### config.mk
export PLATFORM = sky130hd
export DESIGN_NAME = vrz_rename
export DESIGN_NICKNAME = d
export VERILOG_FILES = /design/src/rtl/vrz_pkg.sv /design/src/rtl/vrz_free_pick.sv /design/src/rtl/vrz_ckpt_store.sv /design/src/rtl/vrz_rename.sv
export SDC_FILE = /design/constraint.sdc
export NUM_CORES = 1
export LEC_CHECK = 0
export CORE_AREA = 2 2 159 317
export CTS_CLUSTER_SIZE = 30
export DETAILED_ROUTE_END_ITERATION = 6
export DIE_AREA = 0 0 161 319
export MAX_ROUTING_LAYER = met4
export PLACE_DENSITY = 0.54
export SKIP_LAST_GASP = 1
export SYNTH_ARGS = -nofsm -noshare
export SYNTH_HDL_FRONTEND = slang
export SYNTH_HIERARCHICAL = 1
export SYNTH_SLANG_ARGS = --single-unit
### constraint.sdc
create_clock -name clk -period 14.9 [get_ports clk]
set_input_delay 2.98 -clock clk [delete_from_list [all_inputs] [get_ports clk]]
set_output_delay 2.98 -clock clk [all_outputs]
set_load 0.01 [all_outputs]
### src/rtl/vrz_pkg.sv
`timescale 1ns/1ps
package vrz_pkg;

    localparam int HALF_LO = 0;
    localparam int HALF_HI = 1;

    // What a rename does to one half of the destination register
    typedef enum logic [1:0] {
        ACT_KEEP  = 2'd0,
        ACT_ALLOC = 2'd1,
        ACT_ZERO  = 2'd2
    } half_act_e;

    // Number of physical slots a rename request consumes
    function automatic logic [1:0] slots_needed(input logic [1:0] mask,
                                                input logic       zidiom,
                                                input logic       uclr);
        if (uclr || zidiom) return 2'd0;
        return {1'b0, mask[0]} + {1'b0, mask[1]};
    endfunction

endpackage

### src/rtl/vrz_free_pick.sv
`timescale 1ns/1ps
module vrz_free_pick #(
    parameter int NPHYS = 12,
    parameter int SW    = 4,
    parameter int FW    = 4
) (
    input  logic [NPHYS-1:0] free_vec,
    output logic [SW-1:0]    first_idx,
    output logic [SW-1:0]    second_idx,
    output logic [FW-1:0]    nfree
);

    logic got_first, got_second;

    always_comb begin
        first_idx  = '0;
        second_idx = '0;
        nfree      = '0;
        got_first  = 1'b0;
        got_second = 1'b0;
        for (int i = 0; i < NPHYS; i++) begin
            if (free_vec[i]) begin
                nfree = nfree + FW'(1);
                if (!got_first) begin
                    first_idx = SW'(i);
                    got_first = 1'b1;
                end else if (!got_second) begin
                    second_idx = SW'(i);
                    got_second = 1'b1;
                end
            end
        end
    end

endmodule

### src/rtl/vrz_ckpt_store.sv
`timescale 1ns/1ps
module vrz_ckpt_store #(
    parameter int W     = 16,
    parameter int DEPTH = 4,
    parameter int AW    = 2
) (
    input  logic          clk,
    input  logic          we,
    input  logic [AW-1:0] waddr,
    input  logic [W-1:0]  wdata,
    input  logic [AW-1:0] raddr,
    output logic [W-1:0]  rdata
);

    logic [W-1:0] mem_q [DEPTH];

    always_ff @(posedge clk) begin
        if (we) mem_q[waddr] <= wdata;
    end

    assign rdata = mem_q[raddr];

endmodule

### src/rtl/vrz_rename.sv
`timescale 1ns/1ps
module vrz_rename
    import vrz_pkg::*;
#(
    parameter int NARCH = 4,
    parameter int NPHYS = 12,
    parameter int NCKPT = 4
) (
    input  logic                     clk,
    input  logic                     rst_n,
    input  logic                     rn_valid,
    input  logic [$clog2(NARCH)-1:0] rn_dst,
    input  logic [1:0]               rn_mask,
    input  logic                     rn_zero,
    input  logic                     rn_uclr,
    output logic                     rn_ready,
    input  logic                     br_valid,
    output logic                     br_ready,
    output logic [$clog2(NCKPT)-1:0] br_tag,
    input  logic                     rs_valid,
    input  logic [$clog2(NCKPT)-1:0] rs_tag,
    input  logic                     rs_mispredict,
    input  logic [$clog2(NARCH)-1:0] lk_idx,
    output logic [$clog2(NPHYS)-1:0] lk_lo_slot,
    output logic                     lk_lo_zero,
    output logic [$clog2(NPHYS)-1:0] lk_hi_slot,
    output logic                     lk_hi_zero
);

    localparam int SW    = $clog2(NPHYS);
    localparam int CTW   = $clog2(NCKPT);
    localparam int FW    = $clog2(NPHYS + 1);
    localparam int SNAPW = NARCH * 2 * SW + NARCH * 2;

    typedef logic [NARCH-1:0][1:0][SW-1:0] map_t;
    typedef logic [NARCH-1:0][1:0]         zf_t;

    typedef struct packed {
        map_t                        map;
        zf_t                         zf;
        logic [NPHYS-1:0]            free;
        logic [NCKPT-1:0][NPHYS-1:0] held;
        logic [CTW-1:0]              head;
        logic [CTW:0]                cnt;
    } state_t;

    state_t           s_d, s_q;
    logic [SW-1:0]    first_idx, second_idx;
    logic [FW-1:0]    nfree;
    logic [1:0]       need;
    logic             flush, rn_fire, br_fire;
    half_act_e        act [2];
    logic [1:0][SW-1:0] pick;
    logic [NPHYS-1:0] rel, take;
    logic [CTW-1:0]   yidx;
    logic [SNAPW-1:0] ck_wdata, ck_rdata;
    map_t             snap_map;
    zf_t              snap_zf;

    // ---- free slot selection --------------------------------------------
    vrz_free_pick #(.NPHYS(NPHYS), .SW(SW), .FW(FW)) u_pick (
        .free_vec  (s_q.free),
        .first_idx (first_idx),
        .second_idx(second_idx),
        .nfree     (nfree)
    );

    // ---- checkpoint snapshots (map and zero flags) ----------------------
    vrz_ckpt_store #(.W(SNAPW), .DEPTH(NCKPT), .AW(CTW)) u_ckpt (
        .clk  (clk),
        .we   (br_fire),
        .waddr(br_tag),
        .wdata(ck_wdata),
        .raddr(s_q.head),
        .rdata(ck_rdata)
    );

    assign {snap_map, snap_zf} = ck_rdata;

    // ---- handshakes -----------------------------------------------------
    assign need     = slots_needed(rn_mask, rn_zero, rn_uclr);
    assign rn_ready = nfree >= FW'(need);
    assign br_ready = s_q.cnt < (CTW+1)'(NCKPT);
    assign br_tag   = s_q.head + s_q.cnt[CTW-1:0];
    assign flush    = rs_valid && rs_mispredict;
    assign rn_fire  = rn_valid && rn_ready && !flush;
    assign br_fire  = br_valid && br_ready && !flush;

    // ---- per-half action decode -----------------------------------------
    always_comb begin
        for (int h = 0; h < 2; h++) begin
            if (rn_uclr)
                act[h] = (h == HALF_HI) ? ACT_ZERO : ACT_KEEP;
            else if (rn_mask[h])
                act[h] = rn_zero ? ACT_ZERO : ACT_ALLOC;
            else if (h == HALF_HI && rn_mask[HALF_LO])
                act[h] = ACT_ZERO;   // narrow write clears the upper half
            else
                act[h] = ACT_KEEP;
        end
        pick[HALF_LO] = first_idx;
        pick[HALF_HI] = (act[HALF_LO] == ACT_ALLOC) ? second_idx : first_idx;
    end

    // ---- next state -----------------------------------------------------
    always_comb begin
        s_d  = s_q;
        rel  = '0;
        take = '0;
        yidx = '0;
        if (flush) begin
            s_d.map  = snap_map;
            s_d.zf   = snap_zf;
            s_d.held = '0;
            s_d.cnt  = '0;
            // no younger checkpoint survives, so every slot not named by the
            // restored map is free
            s_d.free = '1;
            for (int a = 0; a < NARCH; a++)
                for (int h = 0; h < 2; h++)
                    if (!snap_zf[a][h]) s_d.free[snap_map[a][h]] = 1'b0;
        end else begin
            if (rs_valid) begin
                s_d.free             = s_d.free | s_q.held[s_q.head];
                s_d.held[s_q.head]   = '0;
                s_d.head             = s_q.head + 1'b1;
                s_d.cnt              = s_q.cnt - 1'b1;
            end
            if (rn_fire) begin
                for (int h = 0; h < 2; h++) begin
                    if (act[h] != ACT_KEEP) begin
                        if (!s_q.zf[rn_dst][h]) rel[s_q.map[rn_dst][h]] = 1'b1;
                        if (act[h] == ACT_ALLOC) begin
                            s_d.map[rn_dst][h] = pick[h];
                            s_d.zf[rn_dst][h]  = 1'b0;
                            take[pick[h]]      = 1'b1;
                        end else begin
                            s_d.zf[rn_dst][h]  = 1'b1;
                        end
                    end
                end
                s_d.free = s_d.free & ~take;
                if (s_d.cnt != '0) begin
                    yidx = s_d.head + s_d.cnt[CTW-1:0] - 1'b1;
                    s_d.held[yidx] = s_d.held[yidx] | rel;
                end else begin
                    s_d.free = s_d.free | rel;
                end
            end
            if (br_fire) s_d.cnt = s_d.cnt + 1'b1;
        end
        ck_wdata = {s_d.map, s_d.zf};
    end

    always_ff @(posedge clk) begin
        if (!rst_n) begin
            s_q.map  <= '0;
            s_q.zf   <= '1;
            s_q.free <= '1;
            s_q.held <= '0;
            s_q.head <= '0;
            s_q.cnt  <= '0;
        end else begin
            s_q <= s_d;
        end
    end

    // ---- lookup port ----------------------------------------------------
    assign lk_lo_slot = s_q.map[lk_idx][HALF_LO];
    assign lk_lo_zero = s_q.zf[lk_idx][HALF_LO];
    assign lk_hi_slot = s_q.map[lk_idx][HALF_HI];
    assign lk_hi_zero = s_q.zf[lk_idx][HALF_HI];

    // ---- assertions -----------------------------------------------------
    logic [NPHYS-1:0] owned;
    logic             clash;

    always_comb begin
        owned = '0;
        clash = 1'b0;
        for (int a = 0; a < NARCH; a++)
            for (int h = 0; h < 2; h++)
                if (!s_q.zf[a][h]) begin
                    if (owned[s_q.map[a][h]] || s_q.free[s_q.map[a][h]]) clash = 1'b1;
                    owned[s_q.map[a][h]] = 1'b1;
                end
    end

    a_r7_single_owner: assert property (@(posedge clk) disable iff (!rst_n)
        !clash);

    a_r3_zero_takes_none: assert property (@(posedge clk) disable iff (!rst_n)
        rn_fire && rn_zero && !rn_uclr
        |=> $countones(s_q.free) >= $past($countones(s_q.free)));

    a_r5_upper_clear: assert property (@(posedge clk) disable iff (!rst_n)
        rn_fire && rn_uclr
        |=> s_q.zf[$past(rn_dst)][HALF_HI]
            && s_q.map[$past(rn_dst)][HALF_LO] == $past(s_q.map[rn_dst][HALF_LO]));

    a_r8_stall_holds: assert property (@(posedge clk) disable iff (!rst_n)
        rn_valid && !rn_ready && !flush |=> $stable(s_q.map) && $stable(s_q.zf));

    a_r9_ckpt_cap: assert property (@(posedge clk) disable iff (!rst_n)
        br_valid && !br_ready |=> s_q.cnt <= $past(s_q.cnt));

    a_r10_oldest_first: assert property (@(posedge clk) disable iff (!rst_n)
        rs_valid |-> (s_q.cnt != '0) && (rs_tag == s_q.head));

    a_r11_flush_drops: assert property (@(posedge clk) disable iff (!rst_n)
        flush |=> s_q.cnt == '0);

endmodule

# Word level (Yosys, flattened, before mapping)
# Memories as Yosys holds them, arrays and structs flattened. A register that Yosys moved wholly into a read port is not among the register bits.
# Index checks and enable logic that the tools add are counted.
[totals]
reg_bits = 105
mem_bits_rw = 160
in_bits = 16
output_inout_bits = 14
word_cells = 338
mem_count = 1
[op_classes]
addsub = 18
n_lt_le_gt_ge = 33
eq_ne = 2
muxes = 208
bitwise_logic = 31
reduce_logical = 26
[memory_table]
columns = ["memory", "words", "word_bits", "rd", "rd_ports_with_merged_regs", "wr", "line", "source"]
rows = [
  ["u_ckpt.mem_q", 4, 40, 1, 1, 1, "vrz_ckpt_store.sv:15", "logic [W-1:0] mem_q [DEPTH];"],
]
[ops]
columns = ["operator", "count"]
rows = [
  ["$mux W12", 36],
  ["$mux W4", 65],
  ["$mux W100", 2],
  ["$mux W40", 4],
  ["$mux W65", 2],
  ["$not A12 Y12", 9],
  ["$and A12 B12 Y12", 8],
  ["$bwmux W32", 2],
  ["$mux W32", 2],
  ["$lt A4 B5 Y1 const B", 12],
  ["$or A12 B12 Y12", 5],
  ["$mux W1", 50],
  ["$and A48 B48 Y48", 1],
  ["$bmux W12 S2", 2],
  ["$bwmux W48", 1],
  ["$demux W1 S4", 12],
  ["$demux W12 S2", 2],
  ["$ge A4 B1 Y1 const B", 12],
  ["$mux W48", 1],
  ["$not A48 Y48", 1],
  ["$add A4 B1 Y4 const B", 10],
  ["$mux W8", 5],
  ["$bmux W8 S2", 2],
  ["$demux W8 S2", 2],
  ["26 further kinds", 70],
]

# Longest topological paths before layout
[depth]
depth_word = 49
depth_mapped = 41
mapped_depth_nobuf = 38

# By module
# Netlist, hierarchy kept.
[by_module_without_submodules]
columns = ["mod", "n_inst", "cells_each", "area_each_um2", "seq_area_each_um2"]
rows = [
  ["vrz_rename", 1, 819, 7088.0, 2102.0],
  ["vrz_ckpt_store", 1, 213, 5848.1, 4804.6],
  ["vrz_free_pick", 1, 238, 1580.3, 0.0],
]

# Worst setup path after synthesis
# No wires, ideal clock.
[synth_timing]
path_kind = "reg2out"
start = "reg s_q[53] (netlist bit)"
end = "out rn_ready"
t_arrival_ns = 7.312
t_required_ns = 11.920
slack_ns = 4.608
path_stages_with_launch = 37
path_buffers = 3
cell_sequence = "dfxtp_1 inv_1 ha_1 ha_1 ha_1 nand2_1 o31ai_1 ha_1 mux2_2 ha_1 nor2b_1 a21oi_1 or2_2 ha_1 nand2b_1 o31a_1 ha_1 mux2_2 o31a_1 ha_1 nand2_1 nand2_1 ha_1 nor2_1 a31oi_1 ha_1 mux2_2 ha_1 nand2_1 nand2_1 ha_1 inv_1 o21a_1 buf_2 inv_1 clkbuf_1 clkbuf_1"
[synth_via]
elab_chain_cells = 24
[synth_lines]
columns = ["element", "line", "source"]
rows = [
  ["start: declaration", "vrz_rename.sv:47", "state_t s_d, s_q;"],
  ["$mux W1 *", "vrz_free_pick.sv:22", "if (free_vec[i]) begin"],
  ["$add A1 B1 Y2", "vrz_free_pick.sv:23", "nfree = nfree + FW'(1);"],
  ["$mux W4 *", "vrz_free_pick.sv:22", ""],
  ["$add A4 B1 Y4", "vrz_free_pick.sv:23", ""],
  ["$mux W4 *", "vrz_free_pick.sv:22", ""],
  ["$add A4 B1 Y4", "vrz_free_pick.sv:23", ""],
  ["$mux W4 *", "vrz_free_pick.sv:22", ""],
  ["$add A4 B1 Y4", "vrz_free_pick.sv:23", ""],
  ["(+9 left out)", "n/a", ""],
  ["$add A4 B1 Y4", "vrz_free_pick.sv:23", ""],
  ["$mux W4 *", "vrz_free_pick.sv:22", ""],
  ["$add A4 B1 Y4", "vrz_free_pick.sv:23", ""],
  ["$mux W4 *", "vrz_free_pick.sv:22", ""],
  ["$add A4 B1 Y4", "vrz_free_pick.sv:23", ""],
  ["$mux W4 *", "vrz_free_pick.sv:22", ""],
  ["via nfree[1]", "vrz_rename.sv:49", "logic [FW-1:0] nfree;"],
  ["$ge A4 B2 Y1 *", "vrz_rename.sv:82", "assign rn_ready = nfree >= FW'(need);"],
  ["end: declaration", "vrz_rename.sv:16", "output logic rn_ready,"],
]
# The timed path passes the listed nets; every way through them passes the cells marked *.

# Worst setup path in the final report
# Same ends and word-level chain as after synthesis.

==> results.md <==
- Status: completed
- Antenna violations before repair: 0
- CP startpoint kind: flip-flop
- CTS clk-pin slew, worst paths: 0.06 ns
- Clk_lat worst skew: 0.56 ns
- Count leader, synth: edfxtp_1
- Top-area cell type share of the netlist area: 33.1%
- Final setup TNS: 0 ns
- CP Data Required Time: 11.92 ns
- Cts repair resizes: 0
- Worst Tran Pin Value: 1.14 ns
- Root Buffer: clkbuf_16
- Die Area: 51400 um^2
- Seq/Total Area, Yosys: 47.6%
- Ant diodes: 0
- Leakage: 0.00534 uW
- Max stage delay on crit path: 0.63 ns
- Chip width: 161 um
- Post-detail-place hpwl: 29.5 mm
- Initial Utilization: 29.7%
- Final cell count without fillers: 1924
- Via count: 10700
- Synth top area cells: edfxtp_1, dfxtp_1, mux4_2, nand2_1, ha_1
- I/O pin count: 30
- Slew margin rel.: 22.7%
- Hold bufs inserted after CTS: 0
- Post-route cell area: 16200 um^2
- Worst setup margin: 2.98 ns
- Fin crit period: 11.92 ns
- Crit end category: output pin
- Final Max Slew Viols: 0
- Drt pass-1 iters: 7
- DRC violation count after routing: 0
- Slowest-stage cell, CP: clkdlybuf4s50_1
- First DRT Iteration DRCs: 875
- Final Cycle Share: 80.0%
- RSZ-0062 raised after global routing: false
- Arrival time worst endpoint: 8.94 ns
- P per Cell Area: 173 nW/um^2
- Gr ovfl total: 0
- Max-cap violation count: 0
- Syn Std Cell Area: 14500 um^2
- Most used cell, CP: ha_1
- Htree depth: 1
- Final wirelength: 42.1 mm
- Share of layout cells above drive strength 1: 14.1%
- Fillers: 4944
- DP Cell Count: 1872
- Via density: 5.57
- Final setup vio count: 0
- Placed inst area: 15300 um^2
- Die height: 319 um
- Number of enable-type register cells in the synthesized netlist: 160
- Mapped Cells: 1270
- Largest area contributor in the netlist: edfxtp_1
- Core area: 48900 um^2
- Crit Path Class: flip-flop to output pin
- Seq cells post-synth: 265
- All-layer global routing usage: 16.6%
- CP max FO: 40
- Post-CTS Setup Bufs: 0
- Clock Skew: 0.0195 ns
- Max VDD drop: 214 uV
- Maximum clock path buffer count: 3
- Final ANT Viol Nets: 0
- Clock sink count: 265
- Post-synth top cells: edfxtp_1, dfxtp_1, nand2_1
- Synthesized net count: 1313
- Final net count: 1302
- Length of routed met3 wiring: 2.29 mm
- First-pass GRT wire length: 64.3 mm
- Yosys cell types: 81
- Buffers added on ports: 27
- # rows: 115
- Ys flop type: edfxtp_1
- CTS buffer count: 28
- CTS tree: built
- Synth-to-layout area growth: 11.7%
- Final hold vios: 0
- WL/cell: 21.9 um
- Achievable Freq: 83.9 MHz
- Synth Area per Inst: 11.4 um^2
- Ys async rst share: 0%
- GP Congestion: 0.949
- Largest net degree at the start of global routing: 75
- Vias in the first global route: 10500
- Wl on met1: 17.8 mm
- HP Class: flip-flop to flip-flop
- Pre-CTS WS: 3.57 ns
- DR top layer: met4
- WL met2: 20.7 mm
- Ys Warns: 6
==> placed cells by master (no fill, tap or decap), drive strengths merged, types with 17 or more instances in the layout <==
master / netlist / routed
a31oi: 22 / 22
mux2i: 27 / 27
nand4: 22 / 22
clkbuf: 50 / 40
o21ai: 41 / 41
xnor2: 27 / 27
nand2: 98 / 98
o211ai: 19 / 19
clkdlybuf4s50: 0 / 27
or3b: 17 / 17
o22ai: 21 / 21
mux4: 71 / 71
ha: 27 / 27
dfxtp: 105 / 105
a211oi: 17 / 17
edfxtp: 160 / 160
a21oi: 59 / 59
inv: 26 / 26
a22o: 18 / 18
nand3: 40 / 40
nor2: 85 / 85
nand2b: 27 / 27
nor3: 41 / 41
==> flip-flops by register name (all words and copies together), names as in the netlist <==
signal	flops
u_ckpt/mem_q	160
s_q	105
==> worst max-delay path, delay by kind of cell, from the launching register on <==
kind | cells | cell delay (ns)
mux | 3 | 0.85
buf+inv | 5 | 1.28
compound gates | 6 | 1.10
flops | 1 | 0.37
simple gates | 9 | 1.02
fa+ha+maj | 12 | 3.77
==> metal layers <==
metal	track usage [%]	up-vias
met5	-	-
met4	5.38	0
met3	2.55	82
li1	-	4944
met2	27.3	333
met1	20.9	5357
==> metrics by stage <==
step,hold WS (ns),power [uW],utilization (%)
floorplan,0.420,1820,-
global placement,0.429,2110,31.3
detailed placement,0.441,2120,31.3
CTS,0.451,2820,33.1
global route,0.469,2980,33.1
finish,0.447,2800,33.1
==> cell type report <==
type	instances	area (um^2)	area share [%]
inverters	27	103	0.633
clock inverters	12	104	0.640
well taps	643	805	4.96
multi-input cells	894	7090	43.7
clock buffers	40	808	4.98
flip-flops and latches	265	6910	42.6
repair buffers	43	390	2.41
==> logic make-up after synthesis <==
logic type	synth area share (%)
DFF	47.6
muxes	13.6
adders and majority gates	2.53
buffers and inverters	3.65
AOI/OAI and AO/OA	14.2
and+or+nand+nor	15.4
xor gates and xnor gates	2.99
==> path summary, 6_finish.rpt <==
path	from	end	slack (ns)	depth (start not counted)
worst min-delay path	s_q[30]	s_q[30]	0.45	2
worst max-delay path	s_q[53]	rn_ready	2.98	35
worst max register to register	s_q[53]	u_ckpt/mem_q[0][11]	5.88	37
worst min register to register	s_q[30]	s_q[30]	0.45	2
==> power by group <==
| group | internal (uW) | leakage (uW) | switching (uW) |
|---|---|---|---|
| logic | 475 | 0.00257 | 751 |
| clock network | 409 | 0.000449 | 284 |
| registers | 849 | 0.00232 | 34.2 |
No activity file was read; power rests on OpenSTA's default activity.
